### src/rtl/prbs_sync_pkg.sv
`timescale 1ns/1ps
package prbs_sync_pkg;

   typedef enum logic [1:0] {
      PAT_O7  = 2'd0,
      PAT_O15 = 2'd1,
      PAT_O23 = 2'd2,
      PAT_O31 = 2'd3
   } pat_e;

   typedef enum logic {
      ST_HUNT  = 1'b0,
      ST_TRACK = 1'b1
   } trk_e;

   localparam int NUM_PAT   = 4;
   localparam int MAX_ORDER = 31;

   // long tap (order) of each selectable polynomial
   function automatic int tap_long(input int idx);
      case (idx)
         0:       return 7;
         1:       return 15;
         2:       return 23;
         default: return 31;
      endcase
   endfunction

   // short tap of each selectable polynomial
   function automatic int tap_short(input int idx);
      case (idx)
         0:       return 6;
         1:       return 14;
         2:       return 18;
         default: return 28;
      endcase
   endfunction

endpackage

### src/rtl/prbs_sync_lockfsm.sv
`timescale 1ns/1ps
module prbs_sync_lockfsm
   import prbs_sync_pkg::*;
#(
   parameter int LOCK_RUN = 16,
   parameter int LOSS_RUN = 8
) (
   input  logic clk_i,
   input  logic rst_ni,
   input  logic link_rst_i,
   input  logic clean_i,
   input  logic bad_i,
   output logic locked_o,
   output logic lost_o
);

   localparam int GW = $clog2(LOCK_RUN + 1);
   localparam int BW = $clog2(LOSS_RUN + 1);

   if (LOCK_RUN < 1 || LOSS_RUN < 1) begin : g_bad_run
      $error("run lengths must be at least one");
   end

   trk_e          st_q;
   logic [GW-1:0] good_q;
   logic [BW-1:0] bad_q;

   always_ff @(posedge clk_i or negedge rst_ni) begin
      if (!rst_ni) begin
         st_q   <= ST_HUNT;
         good_q <= '0;
         bad_q  <= '0;
         lost_o <= 1'b0;
      end else begin
         lost_o <= 1'b0;
         if (link_rst_i) begin
            st_q   <= ST_HUNT;
            good_q <= '0;
            bad_q  <= '0;
         end else if (st_q == ST_HUNT) begin
            bad_q <= '0;
            if (!clean_i) begin
               good_q <= '0;
            end else if (good_q == GW'(LOCK_RUN - 1)) begin
               st_q   <= ST_TRACK;
               good_q <= '0;
            end else begin
               good_q <= good_q + 1'b1;
            end
         end else begin
            good_q <= '0;
            if (!bad_i) begin
               bad_q <= '0;
            end else if (bad_q == BW'(LOSS_RUN - 1)) begin
               st_q   <= ST_HUNT;
               bad_q  <= '0;
               lost_o <= 1'b1;
            end else begin
               bad_q <= bad_q + 1'b1;
            end
         end
      end
   end

   assign locked_o = (st_q == ST_TRACK);

endmodule

### config.mk
export PLATFORM = sky130hd
export DESIGN_NAME = prbs_sync_lockfsm
export DESIGN_NICKNAME = d
export VERILOG_FILES = /design/src/rtl/prbs_sync_pkg.sv /design/src/rtl/prbs_sync_lockfsm.sv
export SDC_FILE = /design/constraint.sdc
export NUM_CORES = 1
export LEC_CHECK = 0
export BUFFER_PORTS_ARGS = -buffer_cell sky130_fd_sc_hd__buf_4
export CORE_AREA = 2 2 39 41
export CTS_CLUSTER_DIAMETER = 60
export DETAILED_ROUTE_END_ITERATION = 10
export DIE_AREA = 0 0 41 43
export SLEW_MARGIN = 20
export SYNTH_ARGS = -nofsm -noshare
export SYNTH_HDL_FRONTEND = slang
export SYNTH_SLANG_ARGS = --single-unit
### constraint.sdc
create_clock -name clk_i -period 1.8 [get_ports clk_i]
set_input_delay 0.36 -clock clk_i [delete_from_list [all_inputs] [get_ports clk_i]]
set_output_delay 0.36 -clock clk_i [all_outputs]
set_load 0.02 [all_outputs]
==> results of run 1 <==
==> worst min path at each step <==
stage | startpoint | cells past startpoint | end | slack (ns)
6_report | clean_i | 3 | good_q[2] | 0.36
5_1_grt | clean_i | 3 | good_q[2] | 0.37
4_1_cts | clean_i | 3 | good_q[2] | 0.35
3_5_place_dp | rst_ni | 1 | bad_q[2] | 0.20
3_3_place_gp | rst_ni | 1 | bad_q[1] | 0.20
2_1_floorplan | rst_ni | 0 | bad_q[0] | 0.06
==> area by class of cell <==
type                            instances  area [um^2]  share of cell area (%)
Clock buffer                            4         26.3                    4.58
Timing Repair Buffer                    7         55.1                    9.59
Tap cell                               16         20.0                    3.49
Sequential cell                        11          275                    47.9
Multi-Input combinational cell         29          186                    32.5
Inverter                                3         11.3                    1.96
==> timing repair <==
| action | CTS | global route |
|---|---|---|
| hold endpoints to repair | 11 | 0 |
| hold buffers | 1 | 0 |
| setup buffers | 0 | 0 |
==> cell families (layout without fill, tap and decap cells) <==
family / Yosys count / in the layout / share of synthesized area, %
AOI/OAI and AO/OA: 2 / 2 / 2.91
xor gates and xnor gates: 3 / 3 / 5.56
adders and majority gates: 2 / 2 / 5.29
buffers and inverters: 3 / 14 / 2.38
DFF: 11 / 11 / 58.2
muxes: 1 / 1 / 2.12
and+or+nand+nor: 21 / 21 / 23.5
==> sequential cells by signal, summed over array words and instances (netlist names) <==
register  count
locked_o      1
lost_o        1
good_q        5
bad_q         4
==> synth_stat cells <==
master / number
sky130_fd_sc_hd__nor2_1: 9
sky130_fd_sc_hd__mux2i_1: 1
sky130_fd_sc_hd__nor3b_2: 1
sky130_fd_sc_hd__dfrtp_1: 11
sky130_fd_sc_hd__and3_2: 1
sky130_fd_sc_hd__nand2_1: 3
sky130_fd_sc_hd__o311ai_1: 1
sky130_fd_sc_hd__xor2_1: 1
sky130_fd_sc_hd__nand4b_1: 1
sky130_fd_sc_hd__inv_1: 3
sky130_fd_sc_hd__nor3_1: 1
sky130_fd_sc_hd__nand3_1: 3
sky130_fd_sc_hd__xnor2_1: 2
sky130_fd_sc_hd__ha_1: 2
sky130_fd_sc_hd__o21ai_1: 1
sky130_fd_sc_hd__and2_2: 1
sky130_fd_sc_hd__nand3_2: 1
==> worst register-to-register path, cell delays in order, from the launching register on <==
cell and delay, ns:
sky130_fd_sc_hd__dfrtp_1 0.37, sky130_fd_sc_hd__ha_1 0.21, sky130_fd_sc_hd__nand2_1 0.08, sky130_fd_sc_hd__o311ai_1 0.22
sky130_fd_sc_hd__o21ai_1 0.10
==> metal layers <==
| metal | track usage, % | vias up | routed length [um] |
|---|---|---|---|
| li1 | - | 167 | - |
| met1 | 14.8 | 151 | 328 |
| met2 | 15.6 | 5 | 354 |
| met3 | 4.71 | 2 | 33 |
| met4 | 12.0 | 0 | 15 |
| met5 | 0 | - | 0 |
==> power groups by stage <==
stage                     clock, mW  combinational (mW)  sequential [mW]
after floorplan                   0             0.00693            0.255
after global placement            0              0.0210            0.255
after detailed placement          0              0.0210            0.255
after CTS                     0.170              0.0229            0.251
after global routing          0.187              0.0260            0.251
final                         0.160              0.0221            0.251
==> through the flow <==
| step | instance area, um^2 | hold slack (ns) | cells |
|---|---|---|---|
| floorplan | 473 | 0.0644 | 43 |
| global placement | 538 | 0.201 | 65 |
| detailed placement | 538 | 0.202 | 65 |
| CTS | 574 | 0.354 | 70 |
| global route | 574 | 0.367 | 70 |
| finish | 574 | 0.359 | 70 |
==> flow_metrics.env, run 1 <==
export IMPL_largest_net_degree_at_the_start_of_global_routing=12
export IMPL_num_antenna_cells=0
export IMPL_maximum_vdd_ir_drop_mv=0.359
export IMPL_status="completed"
export IMPL_first_global_vias=342
export IMPL_num_io_pins=7
export IMPL_global_route_usage_total_pct=12.3
export IMPL_power_frac_clock_pct=37.0
export IMPL_endpoint_kind="output port"
export IMPL_crit_path_max_incr_delay_ns=0.43
export IMPL_layout_area_overhead_vs_synth_pct=21.4
export IMPL_drt_first_pass_iters=2
export IMPL_number_of_buffers_created_by_cts=3
export IMPL_seq_power_share_pct=57.9
export IMPL_final_util_pct=41.5
export IMPL_io_buffers=6
export IMPL_critical_path_buf_inv_count=1
export IMPL_floorplan_rows=14
export IMPL_criticalPathCategory="reg -> out"
export IMPL_postRouteWirelength_um=732
export IMPL_ant_nets=0
export IMPL_synth_ff_latch_count=11
export IMPL_required_time_worst_endpoint_ns=1.44
export IMPL_globalRoute_totalOverflow=0
export IMPL_r2r_cells=4
export IMPL_switching_share_pct=20.2
export IMPL_r2r_start="bad_q[0]"
export IMPL_layout_filler_cells=136
export IMPL_kind_of_cell_adding_the_most_delay_to_the_critical_path="flip-flops"
export IMPL_number_of_stages_on_the_worst_setup_path=1
export IMPL_die_y_um=43
export IMPL_gp_routability_congestion=0.689
export IMPL_total_leakage_power_nw=0.282
export IMPL_post_route_drc_count=0
export IMPL_syn_area_um2=473
export IMPL_power_per_cell_area_nw_per_um2=754
export IMPL_final_max_slew_violation_count=0
export IMPL_syn_area_per_cell_um2=11.0
export IMPL_clock_fmax_mhz=810
export IMPL_vias_per_cell=4.64
export IMPL_yosys_warnings=0
export IMPL_top_library_cells_by_usage_in_the_layout_fill_and_taps_aside="11 x sky130_fd_sc_hd__dfrtp_1, 9 x sky130_fd_sc_hd__nor2_1, 6 x sky130_fd_sc_hd__buf_4"
export IMPL_yosysSeqAreaShare_pct=58.2
export IMPL_timing_final_hold_violations=0
export IMPL_fin_nets=62
export IMPL_placeableCoreArea_um2=1380
export IMPL_die_area_um2=1760
export IMPL_worst_pin_slew_ns=0.219
export IMPL_maxCapViolations=0
export IMPL_final_period_minus_worst_setup_slack_ns=1.23
export IMPL_yosys_area_top_type="sky130_fd_sc_hd__dfrtp_1"
export IMPL_clockBufferDepth=2
export IMPL_max_slew_margin_rel_pct=85.1
export IMPL_p_int_mw=0.345
export IMPL_syn_nets=50
export IMPL_final_setup_tns_ns=0
export IMPL_comb_power_share_pct=5.1
export IMPL_crit_path_top_delay_cell="sky130_fd_sc_hd__dfrtp_1"
export IMPL_rsz0062_at_grt="no"
export IMPL_p_sw_mw=0.0874
export IMPL_tritoncts="done"
export IMPL_number_of_distinct_library_cell_variants_in_the_gate_level_netlist_after_synthesis=17
export IMPL_yosys_area_top_type_share_pct=58.2
export IMPL_insertion_delay_ns=0.26
export IMPL_via_count=325
export IMPL_path_max_fanout=5
export IMPL_cts_root_buf="sky130_fd_sc_hd__clkbuf_4"
export IMPL_ff2ff_setup_slack_ns=0.70
export IMPL_antenna_violations_before_repair=0
export IMPL_worstSetupStartpoint="locked_o"
export IMPL_cts_htree_levels=1
export IMPL_total_power_mw=0.433
export IMPL_worst_endpoint_data_arrival_time_ns=0.87
export IMPL_critical_path_endpoint="locked_o"
export IMPL_timing_clock_skew_ns=0.000318
export IMPL_pre_cts_slack_ns=0.706
export IMPL_clk_pin_slew_worst_paths_ns=0.06
export IMPL_post_cts_resized=0
export IMPL_report_final_setup_viol=0
export IMPL_fp_dieW_um=41
export IMPL_detailedPlacementHpwl_um=589
export IMPL_hold_crit_path_type="in -> reg"
export IMPL_critical_path_startpoint_type="flip-flop"
export IMPL_setup_slack_ns=0.565
export IMPL_path_cells="buf_4"
export IMPL_synth_top_cells_by_area="sky130_fd_sc_hd__dfrtp_1 58%, sky130_fd_sc_hd__nor2_1 7.1%, sky130_fd_sc_hd__ha_1 5.3%"
export IMPL_initial_utilization_pct=34.2
export IMPL_drt_iter0_markers=3
export IMPL_fin_crit_sh_pct=68.6
export IMPL_layout_cells_most_common="sky130_fd_sc_hd__dfrtp_1"
export IMPL_drive_gt1_share_pct=24.1
export IMPL_critical_path_reg2reg_endpoint="locked_o"
export IMPL_wire_length_per_cell_um=10.5
export IMPL_numClockSinks=11
export IMPL_syn_inst=43
export IMPL_first_pass_grt_wire_length_um=1330
No activity file was read; power rests on OpenSTA's default activity.
==> run 2: changes to the inputs <==
Settings changed: ABC_AREA set to 1.
Clock period 1.8 ns to 1.1 ns, I/O delays scaled along.
==> flow_metrics.env, run 2 <==
export IMPL_status="completed"
export IMPL_multi_input_logic_area_um2=209
export IMPL_detailedPlacementHpwl_um=605
export IMPL_synth_flop_cell="sky130_fd_sc_hd__dfrtp_1"
export IMPL_clk_pin_slew_worst_paths_ns=0.07
export IMPL_number_of_buffers_created_by_cts=3
export IMPL_num_antenna_cells=0
export IMPL_insertion_delay_ns=0.26
export IMPL_final_max_slew_violation_count=0
export IMPL_critical_path_reg2reg_endpoint="good_q[3]"
export IMPL_required_time_worst_endpoint_ns=1.26
export IMPL_critical_path_startpoint_type="flip-flop"
export IMPL_postRouteWirelength_um=861
export IMPL_total_leakage_power_nw=0.302
export IMPL_holdPathStages=4
export IMPL_tritoncts="done"
export IMPL_registers_top_by_ff_count="good_q"
export IMPL_yosys_area_top_type_share_pct=54.3
export IMPL_ant_nets=0
export IMPL_worstHoldEndpoint="bad_q[2]"
export IMPL_largest_net_degree_at_the_start_of_global_routing=12
export IMPL_largest_register_ffs=5
export IMPL_syn_area_per_cell_um2=9.38
export IMPL_first_pass_grt_wire_length_um=1370
export IMPL_path_max_fanout=3
export IMPL_synth_ff_latch_count=11
export IMPL_die_y_um=43
export IMPL_syn_nets=61
export IMPL_endpoint_kind="flip-flop"
export IMPL_drive_gt1_share_pct=42.6
export IMPL_timing_final_hold_violations=0
export IMPL_wire_length_per_cell_um=10.3
export IMPL_pre_cts_slack_ns=0.0562
export IMPL_top_library_cells_by_usage_in_the_layout_fill_and_taps_aside="11 x sky130_fd_sc_hd__dfrtp_1, 9 x sky130_fd_sc_hd__nor2_1, 9 x sky130_fd_sc_hd__buf_4"
export IMPL_final_setup_tns_ns=0
export IMPL_yosys_warnings=0
export IMPL_worst_pin_slew_ns=0.157
export IMPL_vias_per_cell=4.37
export IMPL_maximum_vdd_ir_drop_mv=0.603
export IMPL_io_buffers=6
export IMPL_die_area_um2=1760
export IMPL_rsz0062_at_grt="yes"
export IMPL_worst_endpoint_data_arrival_time_ns=1.22
export IMPL_cts_htree_levels=1
export IMPL_clockBufferDepth=2
export IMPL_maxCapViolations=0
export IMPL_post_route_drc_count=0
export IMPL_synthArstFlopShare_pct=100
export IMPL_timing_clock_skew_ns=0.00354
export IMPL_final_period_minus_worst_setup_slack_ns=1.07
export IMPL_count_of_flip_flops_with_a_built_in_enable_after_synthesis=0
export IMPL_fin_crit_sh_pct=97.2
export IMPL_globalRoute_totalOverflow=0
export IMPL_hold_start="link_rst_i"
export IMPL_layout_cells_most_common="sky130_fd_sc_hd__dfrtp_1"
export IMPL_r2r_start="good_q[0]"
export IMPL_r2r_cells=6
export IMPL_criticalPathCategory="reg -> reg"
export IMPL_total_power_mw=0.728
export IMPL_gp_routability_congestion=0.714
export IMPL_max_slew_margin_rel_pct=89.4
export IMPL_syn_area_um2=507
export IMPL_layout_area_overhead_vs_synth_pct=27.4
export IMPL_hold_crit_path_type="in -> reg"
export IMPL_number_of_distinct_library_cell_variants_in_the_gate_level_netlist_after_synthesis=15
export IMPL_yosys_area_top_type="sky130_fd_sc_hd__dfrtp_1"
export IMPL_power_per_cell_area_nw_per_um2=1130
export IMPL_layout_filler_cells=147
export IMPL_drt_first_pass_iters=4
export IMPL_floorplan_rows=14
export IMPL_cts_root_buf="sky130_fd_sc_hd__clkbuf_4"
export IMPL_report_final_setup_viol=0
export IMPL_antenna_violations_before_repair=0
export IMPL_fp_dieW_um=41
export IMPL_yosysSeqAreaShare_pct=54.3
export IMPL_clock_fmax_mhz=936
export IMPL_synth_top_cells_by_area="sky130_fd_sc_hd__dfrtp_1 54%, sky130_fd_sc_hd__nor2_1 8.1%, sky130_fd_sc_hd__nand2_1 5.9%"
export IMPL_placeableCoreArea_um2=1380
export IMPL_via_count=367
export IMPL_numClockSinks=11
export IMPL_first_global_vias=348
export IMPL_syn_inst=54
export IMPL_fin_nets=76
export IMPL_drt_iter0_markers=2
export IMPL_ff2ff_setup_slack_ns=0.03
export IMPL_num_io_pins=7
export IMPL_setup_slack_ns=0.0313
export IMPL_synth_common_cells="11 x sky130_fd_sc_hd__dfrtp_1, 11 x sky130_fd_sc_hd__nor2_1, 8 x sky130_fd_sc_hd__nand2_1"
export IMPL_layout_area_seq_um2=275
export IMPL_layout_top_registers="good_q: 5 flops, bad_q: 4 flops"
export IMPL_global_route_usage_total_pct=12.6
export IMPL_initial_utilization_pct=36.6
export IMPL_final_util_pct=46.7
run 2: cell families (layout without fill, tap and decap cells):
kind of cell,Yosys count,in the layout,synth area share (%)
buf+inv,10,24,7.41
flops,11,11,54.3
xor+xnor,2,2,3.46
compound gates,1,1,1.73
fa+ha+maj,2,2,4.94
simple gates,28,28,28.1
run 2: report_power, final:
group | internal, mW | switching (mW)
sequential | 0.408 | 0.00251
combinational | 0.0222 | 0.0237
clock | 0.140 | 0.131
total | 0.570 | 0.157
run 2: layout make-up:
type                            count  area share [%]
Clock buffer                        4            4.07
Multi-Input combinational cell     33            32.4
Timing Repair Buffer               10            12.0
Tap cell                           16            3.10
Sequential cell                    11            42.6
Inverter                           10            5.81
run 2: worst max-delay path, stage by stage (launching register included):
cell	delay [ns]
sky130_fd_sc_hd__dfrtp_1	0.37
sky130_fd_sc_hd__ha_2	0.19
sky130_fd_sc_hd__nand2_2	0.07
sky130_fd_sc_hd__nor2_4	0.14
sky130_fd_sc_hd__nand2_2	0.06
sky130_fd_sc_hd__nand2_2	0.09
sky130_fd_sc_hd__nor2_1	0.04
run 2: metrics by stage:
step | area [um^2] | instances | hold slack [ns]
2_1_floorplan | 507 | 54 | -0.0756
3_3_place_gp | 572 | 76 | 0.0646
3_5_place_dp | 572 | 76 | 0.0618
4_1_cts | 608 | 81 | 0.205
5_1_grt | 646 | 84 | 0.216
6_report | 646 | 84 | 0.211
run 2: worst max path at each step:
stage / from / endpoint / slack [ns] / cells past startpoint
after detailed placement: good_q[0] / good_q[3] / 0.06 / 6
after CTS: good_q[0] / good_q[0] / 0.03 / 6
final: good_q[0] / good_q[3] / 0.03 / 6
after floorplan: good_q[0] / good_q[3] / 0.14 / 6
after global placement: good_q[0] / good_q[3] / 0.07 / 6
after global routing: good_q[0] / good_q[3] / -0.04 / 6
run 2: layer usage:
metal	wire length, um	GRT usage, %	up-vias	part of all wire (%)
li1	-	-	188	-
met1	385	14.7	167	45
met2	423	17.5	8	49
met3	29	3.14	4	3.4
met4	22	12.0	0	2.6
met5	0	0	-	0
run 2: timing repair:
item | in CTS | in global routing
endpoints found under the setup margin | 0 | 4
gates resized for setup | 0 | 6
hold buffers | 1 | 0
buffers inserted | 0 | 3
endpoints found under the hold margin | 11 | 0
==> run 3: changes to the inputs <==
Settings changed: RECOVER_POWER set to 100.
==> flow_metrics.env, run 3 (same netlist as run 2, synthesis figures left out) <==
export IMPL_drt_iter0_markers=4
export IMPL_final_hold_worst_slack_ns=0.204
export IMPL_critical_path_startpoint_type="flip-flop"
export IMPL_timing_final_hold_violations=0
export IMPL_first_global_vias=348
export IMPL_layout_area_seq_um2=275
export IMPL_number_of_buffers_created_by_cts=3
export IMPL_p_sw_mw=0.157
export IMPL_final_period_minus_worst_setup_slack_ns=1.07
export IMPL_numPlacedInstances=76
export IMPL_wire_length_per_cell_um=10.2
export IMPL_layout_area_overhead_vs_synth_pct=23.7
export IMPL_final_max_slew_violation_count=0
export IMPL_power_frac_clock_pct=37.6
export IMPL_numClockSinks=11
export IMPL_hold_crit_path_type="in -> reg"
export IMPL_placeableCoreArea_um2=1380
export IMPL_fp_dieW_um=41
export IMPL_postRouteWirelength_um=860
export IMPL_drt_first_pass_iters=4
export IMPL_total_leakage_power_nw=0.297
export IMPL_holdPathStages=4
export IMPL_worst_endpoint_data_arrival_time_ns=1.22
export IMPL_hold_start="link_rst_i"
export IMPL_drive_gt1_share_pct=35.3
export IMPL_maximum_vdd_ir_drop_mv=0.603
export IMPL_clock_fmax_mhz=937
export IMPL_detailedPlacementHpwl_um=605
export IMPL_timing_clock_skew_ns=0.00418
export IMPL_switching_share_pct=21.7
export IMPL_clockBufferDepth=2
export IMPL_seq_power_share_pct=56.6
export IMPL_maxCapViolations=0
export IMPL_num_io_pins=7
export IMPL_post_layout_nonfiller_instances=84
export IMPL_top_library_cells_by_usage_in_the_layout_fill_and_taps_aside="11 x sky130_fd_sc_hd__nor2_1, 11 x sky130_fd_sc_hd__dfrtp_1, 6 x sky130_fd_sc_hd__nand2_1, 6 x sky130_fd_sc_hd__inv_1, 6 x sky130_fd_sc_hd__buf_4"
export IMPL_fin_nets=76
export IMPL_r2r_cells=6
export IMPL_critical_path_reg2reg_endpoint="good_q[3]"
export IMPL_comb_power_share_pct=5.9
export IMPL_num_antenna_cells=0
export IMPL_pre_cts_slack_ns=0.0562
export IMPL_insertion_delay_ns=0.27
export IMPL_multi_input_logic_area_um2=199
export IMPL_tritoncts="done"
export IMPL_cts_htree_levels=1
export IMPL_setup_slack_ns=0.0328
export IMPL_endpoint_kind="flip-flop"
export IMPL_layout_filler_cells=153
export IMPL_via_count=366
export IMPL_p_int_mw=0.568
export IMPL_ff2ff_setup_slack_ns=0.03
export IMPL_io_buffers=6
export IMPL_first_pass_grt_wire_length_um=1370
export IMPL_worstHoldEndpoint="locked_o"
export IMPL_registers_top_by_ff_count="good_q"
export IMPL_report_final_setup_viol=0
export IMPL_globalRoute_totalOverflow=0
export IMPL_global_route_usage_total_pct=12.6
export IMPL_initial_utilization_pct=36.6
export IMPL_ant_nets=0
export IMPL_cts_root_buf="sky130_fd_sc_hd__clkbuf_4"
export IMPL_vias_per_cell=4.36
export IMPL_largest_net_degree_at_the_start_of_global_routing=12
export IMPL_floorplan_rows=14
export IMPL_final_util_pct=45.3
export IMPL_r2r_start="good_q[0]"
export IMPL_max_slew_margin_rel_pct=60.3
export IMPL_die_area_um2=1760
export IMPL_required_time_worst_endpoint_ns=1.26
export IMPL_antenna_violations_before_repair=0
export IMPL_die_y_um=43
export IMPL_layout_top_registers="good_q: 5 flops, bad_q: 4 flops"
export IMPL_path_max_fanout=3
export IMPL_power_per_cell_area_nw_per_um2=1160
export IMPL_fin_crit_sh_pct=97.0
export IMPL_worst_pin_slew_ns=0.596
export IMPL_status="completed"
export IMPL_rsz0062_at_grt="yes"
export IMPL_post_route_drc_count=0
export IMPL_largest_register_ffs=5
export IMPL_criticalPathCategory="reg -> reg"
export IMPL_gp_routability_congestion=0.714
export IMPL_clk_pin_slew_worst_paths_ns=0.07
-- run 3: changes by cell type in the layout (fill, tap and decap cells not counted), sizes merged --
cell    previous run  this run
buf                9         7
clkbuf             4         6
clkinv             0         1
inv               10         9
-- run 3: final cells by class --
type                            instances  area share [%]
Clock buffer                            4            4.19
Inverter                               10            5.99
Multi-Input combinational cell         33            31.7
Sequential cell                        11            43.9
Tap cell                               16            3.19
Timing Repair Buffer                   10            11.0
-- run 3: repair_timing --
| action | in CTS | in global routing |
|---|---|---|
| hold endpoints to repair | 11 | 0 |
| resized for setup | 0 | 6 |
| setup buffers | 0 | 3 |
| setup endpoints to repair | 0 | 4 |
| hold buffers | 1 | 0 |
-- run 3: worst max path at each step --
stage	depth (start not counted)	end	startpoint
final	6	good_q[3]	good_q[0]
after global routing	6	good_q[3]	good_q[0]
after CTS	6	good_q[0]	good_q[0]
after detailed placement	6	good_q[3]	good_q[0]
after global placement	6	good_q[3]	good_q[0]
after floorplan	6	good_q[3]	good_q[0]
-- run 3: worst max-delay path, stage by stage (launching register included) --
cell                      delay, ns
sky130_fd_sc_hd__dfrtp_1       0.37
sky130_fd_sc_hd__ha_2          0.19
sky130_fd_sc_hd__nand2_2       0.07
sky130_fd_sc_hd__nor2_4        0.14
sky130_fd_sc_hd__nand2_2       0.06
sky130_fd_sc_hd__nand2_2       0.09
sky130_fd_sc_hd__nor2_1        0.04
-- run 3: metrics by stage --
stage          area, um^2  total power, mW  setup TNS (ns)
6_report              627            0.725               0
5_1_grt               627            0.752          -0.107
4_1_cts               608            0.731               0
3_5_place_dp          572            0.454               0
3_3_place_gp          572            0.454               0
2_1_floorplan         507            0.430               0
-- run 3: layer usage --
metal	vias up	part of all wire (%)	GRT usage, %
li1	188	-	-
met1	168	45	14.7
met2	6	49	17.5
met3	4	3.1	3.14
met4	0	2.6	12.0
met5	-	0	0
-- run 3: power groups by stage --
stage	combinational, mW	clock (mW)	sequential [mW]
6_report	0.0426	0.272	0.410
5_1_grt	0.0494	0.292	0.411
4_1_cts	0.0390	0.282	0.410
3_5_place_dp	0.0357	0	0.418
3_3_place_gp	0.0359	0	0.418
2_1_floorplan	0.0124	0	0.418
